--- src/rtl/dlms_pkg.sv ---
package dlms_pkg;
  typedef enum logic [1:0] {
    DG_ZERO  = 2'd0,
    DG_ONE   = 2'd1,
    DG_TWO   = 2'd2,
    DG_THREE = 2'd3
  } digit_e;
endpackage

--- src/rtl/dlms_ppg.sv ---
module dlms_ppg #(
  parameter int L   = 8,
  parameter int MW  = 20,
  parameter int PRW = 26
) (
  input  logic signed [MW-1:0]  m1,
  input  logic signed [MW-1:0]  m3,
  input  logic        [L-1:0]   x,
  output logic signed [PRW-1:0] prod
);
  import dlms_pkg::*;
  localparam int ND = L / 2;

  logic signed [MW-1:0] pp [ND];

  for (genvar k = 0; k < ND; k++) begin : g_dig
    digit_e dg;
    assign dg = digit_e'(x[2*k+1:2*k]);
    if (k == ND - 1) begin : g_msd
      always_comb begin
        unique case (dg)
          DG_ONE:   pp[k] = m1;
          DG_TWO:   pp[k] = -(m1 <<< 1);
          DG_THREE: pp[k] = -m1;
          default:  pp[k] = '0;
        endcase
      end
    end else begin : g_lsd
      always_comb begin
        unique case (dg)
          DG_ONE:   pp[k] = m1;
          DG_TWO:   pp[k] = m1 <<< 1;
          DG_THREE: pp[k] = m3;
          default:  pp[k] = '0;
        endcase
      end
    end
  end

  always_comb begin
    prod = '0;
    for (int k = 0; k < ND; k++) begin
      prod = prod + (PRW'(pp[k]) <<< (2 * k));
    end
  end
endmodule

--- src/rtl/dlms_tap.sv ---
module dlms_tap #(
  parameter int L  = 8,
  parameter int W  = 16,
  parameter int MW = 20
) (
  input  logic                 clk,
  input  logic                 rst,
  input  logic                 upd,
  input  logic signed [MW-1:0] m1,
  input  logic signed [MW-1:0] m3,
  input  logic        [L-1:0]  x,
  output logic signed [W-1:0]  w_q
);
  localparam int PRW  = MW + L - 2;
  localparam int SUMW = PRW + 1;
  localparam logic signed [SUMW-1:0] WMAX = SUMW'(2 ** (W - 1) - 1);
  localparam logic signed [SUMW-1:0] WMIN = -WMAX - SUMW'(1);

  logic signed [PRW-1:0]  prod;
  logic signed [PRW-1:0]  inc;
  logic signed [SUMW-1:0] sum;
  logic signed [W-1:0]    nxt;

  dlms_ppg #(.L(L), .MW(MW), .PRW(PRW)) u_ppg (
    .m1(m1), .m3(m3), .x(x), .prod(prod)
  );

  assign inc = prod >>> (L - 1);
  assign sum = SUMW'(w_q) + SUMW'(inc);

  always_comb begin
    if (sum > WMAX)      nxt = WMAX[W-1:0];
    else if (sum < WMIN) nxt = WMIN[W-1:0];
    else                 nxt = sum[W-1:0];
  end

  always_ff @(posedge clk) begin
    if (rst)      w_q <= '0;
    else if (upd) w_q <= nxt;
  end

  logic signed [PRW-1:0] ref_p;
  assign ref_p = PRW'(m1) * PRW'($signed(x));

  p_digit_product_r4: assert property (@(posedge clk) disable iff (rst)
    prod == ref_p);
  p_hold_idle_r2: assert property (@(posedge clk) disable iff (rst)
    !upd |=> $stable(w_q));
  p_step_up_r5: assert property (@(posedge clk) disable iff (rst)
    (upd && !inc[PRW-1]) |=> (w_q >= $past(w_q)));
  p_step_down_r5: assert property (@(posedge clk) disable iff (rst)
    (upd && inc[PRW-1]) |=> (w_q <= $past(w_q)));
  p_clip_high_r6: assert property (@(posedge clk) disable iff (rst)
    (upd && sum > WMAX) |=> (w_q == WMAX[W-1:0]));
  p_clip_low_r7: assert property (@(posedge clk) disable iff (rst)
    (upd && sum < WMIN) |=> (w_q == WMIN[W-1:0]));
endmodule

--- src/rtl/dlms_wupd.sv ---
module dlms_wupd #(
  parameter int N  = 4,
  parameter int L  = 8,
  parameter int W  = 16,
  parameter int EW = 18,
  parameter int SW = 3
) (
  input  logic                 clk,
  input  logic                 rst,
  input  logic                 upd_en,
  input  logic signed [EW-1:0] err_dly,
  input  logic        [SW-1:0] mu_sh,
  input  logic        [N*L-1:0] x_dly,
  output logic        [N*W-1:0] w_o
);
  localparam int MW = EW + 2;

  logic signed [EW-1:0] se;
  logic signed [MW-1:0] se1;
  logic signed [MW-1:0] se3;

  assign se  = err_dly >>> mu_sh;
  assign se1 = MW'(se);
  assign se3 = (se1 <<< 1) + se1;

  for (genvar g = 0; g < N; g++) begin : g_tap
    logic signed [W-1:0] wq;
    dlms_tap #(.L(L), .W(W), .MW(MW)) u_tap (
      .clk(clk), .rst(rst), .upd(upd_en),
      .m1(se1), .m3(se3), .x(x_dly[g*L +: L]), .w_q(wq)
    );
    assign w_o[g*W +: W] = wq;
  end

  p_reset_clear_r1: assert property (@(posedge clk)
    rst |=> (w_o == '0));
  p_zero_err_hold_r3: assert property (@(posedge clk) disable iff (rst)
    (upd_en && se == '0) |=> $stable(w_o));
endmodule

--- config.mk ---
export PLATFORM = sky130hd
export DESIGN_NAME = dlms_wupd
export DESIGN_NICKNAME = d
export VERILOG_FILES = /design/src/rtl/dlms_pkg.sv /design/src/rtl/dlms_ppg.sv /design/src/rtl/dlms_tap.sv /design/src/rtl/dlms_wupd.sv
export SDC_FILE = /design/constraint.sdc
export NUM_CORES = 1
export LEC_CHECK = 0
export BUFFER_PORTS_ARGS = -buffer_cell sky130_fd_sc_hd__buf_2
export CAP_MARGIN = 10
export CORE_MARGIN = 1.5
export CORE_UTILIZATION = 47
export CTS_CLUSTER_DIAMETER = 150
export DETAILED_ROUTE_END_ITERATION = 16
export PLACE_DENSITY_LB_ADDON = 0.15
export SLEW_MARGIN = 40
export SYNTH_ARGS = -nofsm -noshare
export SYNTH_HDL_FRONTEND = slang
export SYNTH_HIERARCHICAL = 1
export SYNTH_SLANG_ARGS = --single-unit
--- constraint.sdc ---
create_clock -name clk -period 25.8 [get_ports clk]
set_input_delay 1.29 -clock clk [delete_from_list [all_inputs] [get_ports clk]]
set_output_delay 1.29 -clock clk [all_outputs]
set_load 0.05 [all_outputs]
==> reports/summary.txt <==
classification of the worst-slack hold path = flip-flop to flip-flop
final critical path time including I/O delays and setup = 10.58 ns
layout cell share with drive strength beyond 1 = 0.173
maxcap violations = 0
multi-input combinational cell area = 0.0220 sq mm
clock tree skew after final layout = 0.00611 ns
type of the worst setup path = input port to flip-flop
CP bufs+invs = 7
final setup violation count = 0
detailed placement HPWL = 53.1 mm
commonest non-fill, non-tap cell in the layout = sky130_fd_sc_hd__inv_1
wire length of the first global-routing pass = 117 mm
violated checks = DRC
via count = 23100
Worst Reg-to-Reg Cells = 11
die area = 0.0549 sq mm
die width = 234 um
highest cell delay on the worst timing path = 0.53 ns
standard cell with the maximum stage delay on the critical path = sky130_fd_sc_hd__fa_1
commonest cells after routing, fill and taps aside = 291 x sky130_fd_sc_hd__inv_1, 239 x sky130_fd_sc_hd__nand2_1, 206 x sky130_fd_sc_hd__mux2_2, 201 x sky130_fd_sc_hd__ha_1, 186 x sky130_fd_sc_hd__nor2_1
number of endpoints with negative hold slack in the final report = 0
post-detailed-route DRC marker count = 2
Yosys warning total = 6
via count of the first global-routing pass = 22400
maximum clock path buffer count = 2
per-cell via count in the routed design = 6.13
sinks on the clock net = 64
clk root buf = sky130_fd_sc_hd__clkbuf_16
standard-cell rows = 84
number of flip-flops under the largest register name = 64
# IOs = 120
capturing element type of the critical path = flip-flop
total routing usage reported by global routing = 0.262
post-synthesis net count = 3550
aggregate routed wire length = 72.1 mm
headroom to the max-slew limit = 0.436
Hold EP = g_tap[1].u_tap/w_q[2]
filler cell count in the final layout = 5198
Synth Cell Area = 0.0252 sq mm
Final period util = 0.410
worst endpoint required time = 26.08 ns
clock buffers created by TritonCTS = 9
DRT antenna net count = 0
# diodes = 0
reg-to-reg endpoint = g_tap[2].u_tap/w_q[1]
worst hold stages = 2
cell family contributing the most delay on the critical path = compound AO/OA/AOI/OAI gates
Max FO, Critical Path = 39
later-pin clock latency in the skew report = 0.38 ns
measured slew at the worst slew-check pin = 0.846 ns
count of final max-slew check failures = 0
Clock Pin Slew Worst Setup and Hold Paths = 0.05 ns
biggest registers after layout = g_tap.u_tap/w_q x64
post-CTS sizing = 0
data arrival time at the worst-slack endpoint = 10.86 ns
setup repair after global routing missed its margin = false
synthesized instance count = 3124
average cell area after synthesis = 8.05 sq um
number of buffers inserted by hold repair at cts = 0
CTS H-Tree Depth = 3
number of antenna violations at the first check in global routing = 6
run status = finished, violations left
Die Ht = 234 um
global placer's final weighted congestion = 0.918
highest clock rate = 94.5 MHz
final net count = 3513
maximum number of pins on one net before global-route repair = 79
type of origin of the critical path = input port
WL/cell = 19.1 um
register ranked first by flip-flop count = g_tap.u_tap/w_q
GRT overflow = 0
core region area = 0.0528 sq mm
area of all sequential standard cells = 0.00128 sq mm
start point of the worst hold path = g_tap[1].u_tap/w_q[2]
Starting DRT DRC Count = 1586
Post-Route Setup TNS = 0 ns
R2R Setup Slk = 22.45 ns
CTS tree = yes
initial core utilization = 0.477
total iterations of the first detailed-routing run = 13
synthesis-to-layout area growth = 5.39%
buffers inserted by post-CTS timing repair = 0
IO Port Bufs = 119
reg2reg start = g_tap[2].u_tap/w_q[0]
[worst reg2reg max path, cell delays in order, from the launching register on]
cell and delay, ns:
sky130_fd_sc_hd__dfxtp_1 0.35, sky130_fd_sc_hd__ha_1 0.20, sky130_fd_sc_hd__inv_1 0.06, sky130_fd_sc_hd__fa_1 0.40
sky130_fd_sc_hd__nand2b_1 0.19, sky130_fd_sc_hd__a21oi_1 0.41, sky130_fd_sc_hd__o21ai_2 0.14, sky130_fd_sc_hd__a31oi_2 0.21
sky130_fd_sc_hd__xnor2_1 0.12, sky130_fd_sc_hd__o41ai_2 0.60, sky130_fd_sc_hd__and2_4 0.39, sky130_fd_sc_hd__a221oi_1 0.11
[metal layers]
layer	wire length, um	vias to the layer above	track usage	part of all wire
met5	65	-	0	0.00090
met4	1880	10	0.0802	0.026
met3	3480	123	0.0394	0.048
met2	33900	564	0.438	0.47
met1	32700	11200	0.346	0.45
li1	-	11200	-	-
[how the worst max path moves through the flow]
stage,from,to,slack [ns],cells past startpoint
4_1_cts,mu_sh[2],g_tap[3].u_tap/w_q[2],15.25,34
3_5_place_dp,mu_sh[2],g_tap[3].u_tap/w_q[2],14.86,34
2_1_floorplan,mu_sh[0],g_tap[3].u_tap/w_q[0],15.94,33
3_3_place_gp,mu_sh[1],g_tap[0].u_tap/w_q[1],14.85,34
5_1_grt,mu_sh[2],g_tap[3].u_tap/w_q[2],14.58,35
6_report,mu_sh[2],g_tap[3].u_tap/w_q[1],15.22,34
[final cells by class]
| type | instances | share of cell area |
|---|---|---|
| Clock buffer | 14 | 0.0103 |
| Inverter | 294 | 0.0416 |
| Multi-Input combinational cell | 2550 | 0.830 |
| Sequential cell | 64 | 0.0483 |
| Tap cell | 688 | 0.0325 |
| Timing Repair Buffer | 168 | 0.0371 |
[per-stage QoR]
stage	utilization	cell area (sq um)	hold WS [ns]	instances	setup slack [ns]
after floorplan	-	25200	0.713	3124	15.94
after global placement	0.495	26100	0.496	3761	14.85
after detailed placement	0.497	26200	0.505	3764	14.86
after CTS	0.502	26500	0.513	3778	15.25
after global routing	0.502	26500	0.550	3778	14.58
final	0.502	26500	0.519	3778	15.22
Power is not shown: default switching activity piles up to over one toggle a cycle in this logic, so the estimate is an artifact.
